File: config.mk
export PLATFORM = sky130hd
export DESIGN_NAME = slope_meas_seq
export DESIGN_NICKNAME = d
export VERILOG_FILES = /design/src/rtl/slope_pkg.sv /design/src/rtl/slope_cmp_cond.sv /design/src/rtl/slope_irq_flag.sv /design/src/rtl/slope_seq_fsm.sv /design/src/rtl/slope_meas_seq.sv
export SDC_FILE = /design/constraint.sdc
export NUM_CORES = 1
export LEC_CHECK = 0
export ABC_AREA = 1
export CAP_MARGIN = 5
export CELL_PAD_IN_SITES_DETAIL_PLACEMENT = 0
export CELL_PAD_IN_SITES_GLOBAL_PLACEMENT = 1
export CORE_MARGIN = 1
export CORE_UTILIZATION = 38
export CTS_CLUSTER_DIAMETER = 60
export DETAILED_ROUTE_END_ITERATION = 10
export PLACE_DENSITY_LB_ADDON = 0.1
export SETUP_SLACK_MARGIN = 0.15
export SLEW_MARGIN = 20
export SYNTH_ARGS = -nofsm -noshare
export SYNTH_HDL_FRONTEND = slang
export SYNTH_SLANG_ARGS = --single-unit
File: constraint.sdc
create_clock -name clk -period 2.9 [get_ports clk]
set_input_delay 0.725 -clock clk [delete_from_list [all_inputs] [get_ports clk]]
set_output_delay 0.725 -clock clk [all_outputs]
set_load 0.01 [all_outputs]
File: src/rtl/slope_pkg.sv
package slope_pkg;

    typedef enum logic [2:0] {
        ST_IDLE    = 3'd0,
        ST_CHG_REF = 3'd1,
        ST_DIS_REF = 3'd2,
        ST_CHG_SNS = 3'd3,
        ST_DIS_SNS = 3'd4
    } seq_state_e;

    typedef struct packed {
        logic oe;
        logic out;
    } pin_drv_t;

    localparam pin_drv_t PIN_RELEASE = '{oe: 1'b0, out: 1'b0};
    localparam pin_drv_t PIN_HIGH    = '{oe: 1'b1, out: 1'b1};
    localparam pin_drv_t PIN_LOW     = '{oe: 1'b1, out: 1'b0};

endpackage

File: src/rtl/slope_cmp_cond.sv
module slope_cmp_cond #(
    parameter int FILT_N      = 4,
    parameter int SYNC_STAGES = 2
) (
    input  logic clk,
    input  logic rst_n,
    input  logic cmp_raw,
    input  logic cmp_on,
    input  logic cmp_swap,
    input  logic filt_en,
    output logic lvl,
    output logic rise,
    output logic fall
);
    localparam int FCW = (FILT_N < 2) ? 1 : $clog2(FILT_N);
    localparam logic [FCW-1:0] FLAST = FCW'(FILT_N - 1);

    typedef struct packed {
        logic [SYNC_STAGES-1:0] sync;
        logic [FCW-1:0]         cnt;
        logic                   lvl;
        logic                   prev;
    } cond_regs_t;

    cond_regs_t r_d, r_q;
    logic       cond;
    logic       samp;

    // gate when switched off, undo the inversion of an exchanged comparator
    assign cond = cmp_on & (cmp_raw ^ cmp_swap);
    assign samp = r_q.sync[SYNC_STAGES-1];

    always_comb begin
        r_d      = r_q;
        r_d.sync = {r_q.sync[SYNC_STAGES-2:0], cond};
        r_d.prev = r_q.lvl;
        if (!filt_en) begin
            r_d.lvl = samp;
            r_d.cnt = '0;
        end else if (samp != r_q.lvl) begin
            if (r_q.cnt == FLAST) begin
                r_d.lvl = samp;
                r_d.cnt = '0;
            end else begin
                r_d.cnt = r_q.cnt + 1'b1;
            end
        end else begin
            r_d.cnt = '0;
        end
    end

    always_ff @(posedge clk or negedge rst_n) begin
        if (!rst_n) r_q <= '0;
        else        r_q <= r_d;
    end

    assign lvl  = r_q.lvl;
    assign rise = r_q.lvl & ~r_q.prev;
    assign fall = ~r_q.lvl & r_q.prev;

endmodule

File: src/rtl/slope_irq_flag.sv
module slope_irq_flag (
    input  logic clk,
    input  logic rst_n,
    input  logic rise,
    input  logic fall,
    input  logic edge_sel,
    input  logic flag_clr,
    output logic flag
);
    logic flag_d, flag_q;
    logic set_ev;

    always_comb begin
        set_ev = edge_sel ? fall : rise;
        flag_d = flag_q;
        if (flag_clr) flag_d = 1'b0;
        if (set_ev)   flag_d = 1'b1;
    end

    always_ff @(posedge clk or negedge rst_n) begin
        if (!rst_n) flag_q <= 1'b0;
        else        flag_q <= flag_d;
    end

    assign flag = flag_q;

endmodule

File: src/rtl/slope_seq_fsm.sv
module slope_seq_fsm
    import slope_pkg::*;
#(
    parameter int TMR_W = 16,
    parameter int CHG_W = 12
) (
    input  logic             clk,
    input  logic             rst_n,
    input  logic             start,
    input  logic [CHG_W-1:0] chg_len,
    input  logic [TMR_W-1:0] tmo_len,
    input  logic [TMR_W-1:0] timer,
    input  logic             fall,
    output pin_drv_t         ref_pin,
    output pin_drv_t         sns_pin,
    output logic             busy,
    output logic             done,
    output logic             err,
    output logic [TMR_W-1:0] ref_cnt,
    output logic [TMR_W-1:0] sns_cnt
);
    typedef struct packed {
        seq_state_e       state;
        logic [CHG_W-1:0] chg_cnt;
        logic [TMR_W-1:0] dis_cnt;
        logic [TMR_W-1:0] stamp;
        logic [TMR_W-1:0] ref_cnt;
        logic [TMR_W-1:0] sns_cnt;
        logic             done;
        logic             err;
    } seq_regs_t;

    seq_regs_t r_d, r_q;
    logic      chg_last;
    logic      dis_last;

    always_comb begin
        chg_last = ({1'b0, r_q.chg_cnt} + 1'b1) >= {1'b0, chg_len};
        dis_last = ({1'b0, r_q.dis_cnt} + 1'b1) >= {1'b0, tmo_len};
    end

    always_comb begin
        r_d      = r_q;
        r_d.done = 1'b0;
        unique case (r_q.state)
            ST_IDLE: begin
                if (start) begin
                    r_d.state   = ST_CHG_REF;
                    r_d.chg_cnt = '0;
                    r_d.err     = 1'b0;
                end
            end
            ST_CHG_REF, ST_CHG_SNS: begin
                if (chg_last) begin
                    r_d.state   = (r_q.state == ST_CHG_REF) ? ST_DIS_REF : ST_DIS_SNS;
                    r_d.stamp   = timer;
                    r_d.dis_cnt = '0;
                end else begin
                    r_d.chg_cnt = r_q.chg_cnt + 1'b1;
                end
            end
            ST_DIS_REF, ST_DIS_SNS: begin
                if (fall) begin
                    if (r_q.state == ST_DIS_REF) begin
                        r_d.ref_cnt = timer - r_q.stamp;
                        r_d.state   = ST_CHG_SNS;
                        r_d.chg_cnt = '0;
                    end else begin
                        r_d.sns_cnt = timer - r_q.stamp;
                        r_d.state   = ST_IDLE;
                        r_d.done    = 1'b1;
                    end
                end else if (dis_last) begin
                    r_d.state = ST_IDLE;
                    r_d.err   = 1'b1;
                    r_d.done  = 1'b1;
                end else begin
                    r_d.dis_cnt = r_q.dis_cnt + 1'b1;
                end
            end
            default: r_d.state = ST_IDLE;
        endcase
    end

    always_ff @(posedge clk or negedge rst_n) begin
        if (!rst_n) begin
            r_q       <= '0;
            r_q.state <= ST_IDLE;
        end else begin
            r_q <= r_d;
        end
    end

    always_comb begin
        ref_pin = PIN_RELEASE;
        sns_pin = PIN_RELEASE;
        unique case (r_q.state)
            ST_CHG_REF, ST_CHG_SNS: ref_pin = PIN_HIGH;
            ST_DIS_REF:             ref_pin = PIN_LOW;
            ST_DIS_SNS:             sns_pin = PIN_LOW;
            default: ;
        endcase
    end

    assign busy    = (r_q.state != ST_IDLE);
    assign done    = r_q.done;
    assign err     = r_q.err;
    assign ref_cnt = r_q.ref_cnt;
    assign sns_cnt = r_q.sns_cnt;

endmodule

File: src/rtl/slope_meas_seq.sv
module slope_meas_seq
    import slope_pkg::*;
#(
    parameter int TMR_W       = 16,
    parameter int CHG_W       = 12,
    parameter int FILT_N      = 4,
    parameter int SYNC_STAGES = 2
) (
    input  logic             clk,
    input  logic             rst_n,
    input  logic             start,
    input  logic             cmp_raw,
    input  logic             cmp_on,
    input  logic             cmp_swap,
    input  logic             filt_en,
    input  logic             edge_sel,
    input  logic             flag_clr,
    input  logic [CHG_W-1:0] chg_len,
    input  logic [TMR_W-1:0] tmo_len,
    input  logic [TMR_W-1:0] timer,
    output logic             ref_oe,
    output logic             ref_out,
    output logic             sns_oe,
    output logic             sns_out,
    output logic             busy,
    output logic             done,
    output logic             err,
    output logic [TMR_W-1:0] ref_cnt,
    output logic [TMR_W-1:0] sns_cnt,
    output logic             cmp_lvl,
    output logic             irq_flag
);
    logic     lvl_rise;
    logic     lvl_fall;
    pin_drv_t ref_pin;
    pin_drv_t sns_pin;

    slope_cmp_cond #(
        .FILT_N      (FILT_N),
        .SYNC_STAGES (SYNC_STAGES)
    ) u_cond (
        .clk      (clk),
        .rst_n    (rst_n),
        .cmp_raw  (cmp_raw),
        .cmp_on   (cmp_on),
        .cmp_swap (cmp_swap),
        .filt_en  (filt_en),
        .lvl      (cmp_lvl),
        .rise     (lvl_rise),
        .fall     (lvl_fall)
    );

    slope_irq_flag u_flag (
        .clk      (clk),
        .rst_n    (rst_n),
        .rise     (lvl_rise),
        .fall     (lvl_fall),
        .edge_sel (edge_sel),
        .flag_clr (flag_clr),
        .flag     (irq_flag)
    );

    slope_seq_fsm #(
        .TMR_W (TMR_W),
        .CHG_W (CHG_W)
    ) u_seq (
        .clk     (clk),
        .rst_n   (rst_n),
        .start   (start),
        .chg_len (chg_len),
        .tmo_len (tmo_len),
        .timer   (timer),
        .fall    (lvl_fall),
        .ref_pin (ref_pin),
        .sns_pin (sns_pin),
        .busy    (busy),
        .done    (done),
        .err     (err),
        .ref_cnt (ref_cnt),
        .sns_cnt (sns_cnt)
    );

    assign ref_oe  = ref_pin.oe;
    assign ref_out = ref_pin.out;
    assign sns_oe  = sns_pin.oe;
    assign sns_out = sns_pin.out;

endmodule

==> Word level (Yosys, flattened, before mapping) <==
Cells that the tools add are included.
{ "word_totals": {"reg_bits": 88, "in_bits": 53, "wordCells": 93} }
{ "op_classes": {"n_addsub": 6, "order_cmp": 2, "eq_ne": 17, "mux": 32, "n_bitwise": 7, "reduce_logical": 16} }
{ "op_table": {"columns": ["op", "n"], "rows": [
  ["$mux 12", 3],
  ["$pmux 12 s3", 1],
  ["$mux 16", 2],
  ["$mux 32", 1],
  ["$pmux 16 s2", 1],
  ["$add 16x1->17 const B", 1],
  ["$ge 17x16->1", 1],
  ["$add 16x1->16 const B", 1],
  ["$sub 16x16->16", 1],
  ["$mux 15", 1],
  ["$mux 3", 5],
  ["$add 12x1->13 const B", 1],
  ["$ge 13x12->1", 1],
  ["$add 12x1->12 const B", 1],
  ["$mux 1", 10],
  ["$mux 2", 5],
  ["$ne 2x1->1 const B", 5],
  ["$ne 2x2->1 const B", 5],
  ["$pmux 3 s3", 1],
  ["$reduce_and 3->1", 3],
  ["$reduce_and 4->1", 2],
  ["$eq 3x2->1 const B", 2],
  ["$reduce_bool 2->1", 3],
  ["$reduce_bool 3->1", 2],
  ["other kinds (15)", 21]
]} }

==> Longest topological paths before layout <==
{ "logic_depth": {"ltp_word": 5, "ltp_mapped": 22, "ltp_nobuf": 21} }

==> Hierarchy <==
Synthesis repeated with hierarchy kept, for this count alone.
{ "unflattened": {"cells_unflattened": 829, "hier_area_um2": 6030.8} }
{ "modules_own_cells": {"columns": ["module", "n_inst", "cells_per_inst", "area_per_inst_um2", "seq_area_each_um2"], "rows": [
  ["slope_seq_fsm", 1, 793, 5726.7, 2026.9],
  ["slope_cmp_cond", 1, 29, 247.7, 150.1],
  ["slope_irq_flag", 1, 7, 56.3, 25.0]
]} }

==> Worst setup path after synthesis <==
No wires, ideal clock.
{ "synth_path": {"path_type": "register to register", "start": "register u_seq.r_q[66] (netlist bit)", "end": "register u_seq.r_q[73] (netlist bit)", "setup_ns": 0.127, "arrival_time_ns": 2.396, "slack_ns": 0.377, "path_stages_with_launch": 17, "path_buffers": 1, "path_cell_list": "dfrtp_1 ha_1 nand2_1 nor2_4 nand3_1 nor3_1 xor2_1 ha_1 a21oi_1 nor2_1 nor3b_2 nand2_2 nand2_2 nand2_2 buf_4 nand2_1 o21ai_1"} }
{ "synth_between": {"elab_chain_len": 4, "elab_cells_between_ends": 7} }
{ "synth_rtl": {"columns": ["element", "line_no", "source"], "rows": [
  ["from (decl)", "slope_seq_fsm.sv:33", "seq_regs_t r_d, r_q;"],
  ["from (signal assigned)", "slope_seq_fsm.sv:90", "r_q <= r_d;"],
  ["$add 12x1->13", "slope_seq_fsm.sv:38", "chg_last = ({1'b0, r_q.chg_cnt} + 1'b1) >= {1'b0, chg_len};"],
  ["$ge 13x12->1", "slope_seq_fsm.sv:38", null],
  ["$ne 2x2->1 (no source line)", null, null],
  ["$reduce_and 5->1 (no source line)", null, null]
]} }
Several ways; a longest one is shown, not always the timed one. The select of a mux whose other input is x is not followed.
A chain may end at the register's enable or synchronous reset.

==> Final worst setup path <==
{ "layout_path": {"start": "register u_seq.r_q[67] (netlist bit)", "end": "register u_seq.r_q[54] (netlist bit)"} }
{ "layout_between": {"elab_chain_len": 4} }
{ "layout_rtl": {"columns": ["element", "line_no"], "rows": [
  ["$add 12x1->13", "slope_seq_fsm.sv:38"],
  ["$ge 13x12->1", "slope_seq_fsm.sv:38"],
  ["$ne 2x1->1 (no source line)", null],
  ["$reduce_and 4->1 (no source line)", null]
]} }
No other way between the ends.

==> flow_summary.json <==
{
  "slowest_stage": "dfrtp_1",
  "grt_pass1_wl_um": 26200,
  "cp_common_cell": "nand3_4",
  "yosysWarningCount": 0,
  "path_cells": "ha_4, nand2_4, nor2_4, nand3_4, nor3_4, xor2_2, ha_1, a21oi_2, nor2_1, nor3b_2, buf_4, nand3_4, buf_6, nand4_1, nand2_1",
  "synth.ff_latch_count": 88,
  "start_kind": "flip-flop",
  "cts_made_buffers": 9,
  "drt_iter0_markers": 311,
  "synth_common_cells": "238 x nand2_1, 117 x inv_1, 88 x dfrtp_1",
  "die-width_um": 129,
  "start_util_pct": 39.4,
  "ioPinCount": 94,
  "outcome": "complete, no violations",
  "synthArstFlopShare_pct": 100,
  "whs_ns": 0.349,
  "ys_types": 40,
  "clkTransAtPathRegs_ns": 0.07,
  "synth-seq-area-share_pct": 36.2,
  "clock_latency_ns": 0.35,
  "drc": 0,
  "max_freq_mhz": 375,
  "cts.sinks": 88,
  "setup_viol": 0,
  "p_per_area_mw_per_mm2": 712,
  "clockBufferDepth": 2,
  "cp-end-kind": "flip-flop",
  "firstDrtPassIters": 7,
  "detail_route.wl_per_cell_um": 13.9,
  "relSlewSlack_pct": 62.5,
  "setup-tns-final_ns": 0,
  "rows": 45,
  "layout-drive-gt1-share_pct": 15.3,
  "io_buffers": 92,
  "worst_pin_slew_ns": 0.562,
  "synth_area_per_cell_um2": 7.26,
  "critPathKind": "flip-flop to flip-flop",
  "antenna_found_initial": 0,
  "postRouteAntennaNets": 0,
  "netlist_area_mm2": 0.00608,
  "routed_wl_um": 16000,
  "syn-num-nets": 938,
  "num-fill-cells": 1561,
  "hold_viol": 0,
  "grt_pass1_vias": 5447,
  "htreeDepth": 3,
  "arrival_ns": 2.90,
  "min_period_ns": 2.66,
  "ir_drop_mv": 0.330,
  "synthCells": 838,
  "cts_tree": "yes",
  "synth.area.top_cells": "dfrtp_1 36%, nand2_1 15%, ha_1 9.5%",
  "coreArea_mm2": 0.0154,
  "seqCellArea_mm2": 0.00221,
  "cp_max_fo": 7,
  "multi_input_area_mm2": 0.00340,
  "antenna_cells": 0,
  "synth_edf_count": 0,
  "yosysTopAreaCellShare_pct": 36.2,
  "grt.overflow.total": 0,
  "max_stage_delay_ns": 0.40,
  "nNetsFinal": 1042,
  "leakage_nw": 4.20,
  "maxCapViolCount": 0,
  "rsz0062_at_grt": "true",
  "grt_max_degree": 37,
  "fp.dieArea_mm2": 0.0165,
  "worst-endpoint-required_ns": 3.14,
  "synth_top_cell_by_area": "dfrtp_1",
  "grt_usage_pct": 20.3,
  "fin_crit_sh_pct": 91.9,
  "ys.flop_type": "dfrtp_1",
  "viasPerCell": 4.83,
  "gp_congestion": 0.825,
  "clock_skew_ns": 0.0101,
  "yosysMostFrequentCell": "nand2_1",
  "slew_viol_final": 0,
  "cts-root-buf": "clkbuf_16",
  "die_y_um": 129,
  "dp_hpwl_um": 11600,
  "syn_to_final_growth_pct": 31.4,
  "via_count": 5588,
  "hold_class": "input pin to asynchronous set/reset pin"
}
## stage by stage
step / area [µm²] / cells / utilization, % / worst slack (ns) / total power (W)
2_1_floorplan: 6080 / 838 / - / 0.377 / 0.00352
3_3_place_gp: 7190 / 1123 / 46.6 / -0.129 / 0.00426
3_5_place_dp: 7190 / 1123 / 46.6 / -0.149 / 0.00430
4_1_cts: 7690 / 1148 / 49.9 / 0.132 / 0.00558
5_1_grt: 7990 / 1158 / 51.8 / 0.0311 / 0.00614
6_report: 7990 / 1158 / 51.8 / 0.236 / 0.00569
## metal layers
| metal | vias up | GRT usage (%) | wire [µm] |
|---|---|---|---|
| met5 | - | 0 | 0 |
| met4 | 0 | 6.37 | 224 |
| met3 | 15 | 3.70 | 869 |
| met2 | 141 | 30.8 | 6990 |
| met1 | 2593 | 29.3 | 7960 |
| li1 | 2839 | - | - |
## flip-flops by register name (all words and copies together) (netlist names)
name           count
u_cond.lvl         1
u_cond.r_d         1
u_cond.r_q         4
u_flag.flag        1
u_seq.done         1
u_seq.err          1
u_seq.r_q         47
u_seq.ref_cnt     16
u_seq.sns_cnt     16
## worst paths after layout
check	startpoint	endpoint	slack, ns	cells after the start
worst max-delay path	u_seq.r_q[67]	u_seq.r_q[54]	0.24	15
worst min-delay path	rst_n	u_seq.r_q[64]	0.35	1
worst max register to register	u_seq.r_q[67]	u_seq.r_q[54]	0.24	15
worst min register to register	u_cond.r_d[5]	u_cond.r_q[5]	0.35	0
max in group asynchronous	rst_n	u_seq.r_q[70]	1.84	2
min in group clk	u_cond.r_d[5]	u_cond.r_q[5]	0.35	0
## worst max-delay path: cells and delay by family, from the launching register on
| kind | cells | cell delay, ns |
|---|---|---|
| AOI/OAI and AO/OA | 1 | 0.12 |
| and+or+nand+nor | 9 | 1.07 |
| adders and majority gates | 2 | 0.44 |
| buffers and inverters | 2 | 0.34 |
| DFF | 1 | 0.40 |
| xor gates and xnor gates | 1 | 0.17 |
## area by class of cell
type | instances | share of cell area [%]
timing repair buffer | 142 | 17.3
clock buffer | 9 | 2.82
sequential | 88 | 27.6
multi-input combinational | 578 | 42.5
inverter | 123 | 5.78
tap | 211 | 3.30
clock inverter | 7 | 0.736
## cell families (layout without fill, tap and decap cells)
logic type / after synthesis / after routing / share of synthesized area, %
multiplexers: 1 / 1 / 0.185
adder cells (fa/ha/maj): 47 / 47 / 9.79
AND/OR/NAND/NOR: 419 / 420 / 29.8
flip-flops: 88 / 88 / 36.2
other: 1 / 1 / 0.0616
buffers and inverters: 173 / 281 / 13.2
XOR/XNOR: 21 / 21 / 3.02
AO/OA/AOI/OAI: 88 / 88 / 7.77
## where the power goes
part	switching [W]	internal, W	total (W)
clock network	0.000551	0.000599	0.00115
registers	0.000195	0.00153	0.00172
logic	0.00163	0.00119	0.00282
total	0.00238	0.00331	0.00569
## cells in the final DEF (no fill, tap or decap), types with 10 or more instances in the layout
| master | Yosys | routed |
|---|---|---|
| a21oi_1 | 34 | 28 |
| buf_4 | 37 | 41 |
| clkbuf_16 | 0 | 10 |
| clkdlybuf4s50_1 | 0 | 91 |
| dfrtp_1 | 88 | 83 |
| ha_1 | 46 | 40 |
| inv_1 | 117 | 115 |
| nand2_1 | 238 | 227 |
| nand2_2 | 6 | 11 |
| nand3_1 | 46 | 44 |
| nand4_1 | 24 | 24 |
| nor2_1 | 76 | 68 |
| o21ai_0 | 20 | 15 |
| o21ai_1 | 22 | 26 |
## timing repair
action                                  4_1_cts  5_1_grt
buffers inserted                              6        9
hold buffers                                  0        0
gates cloned                                  3        1
pin swaps                                    10       38
endpoints found under the setup margin       32       53
gates resized for setup                      29       51
(Power assumes the default switching activity.)
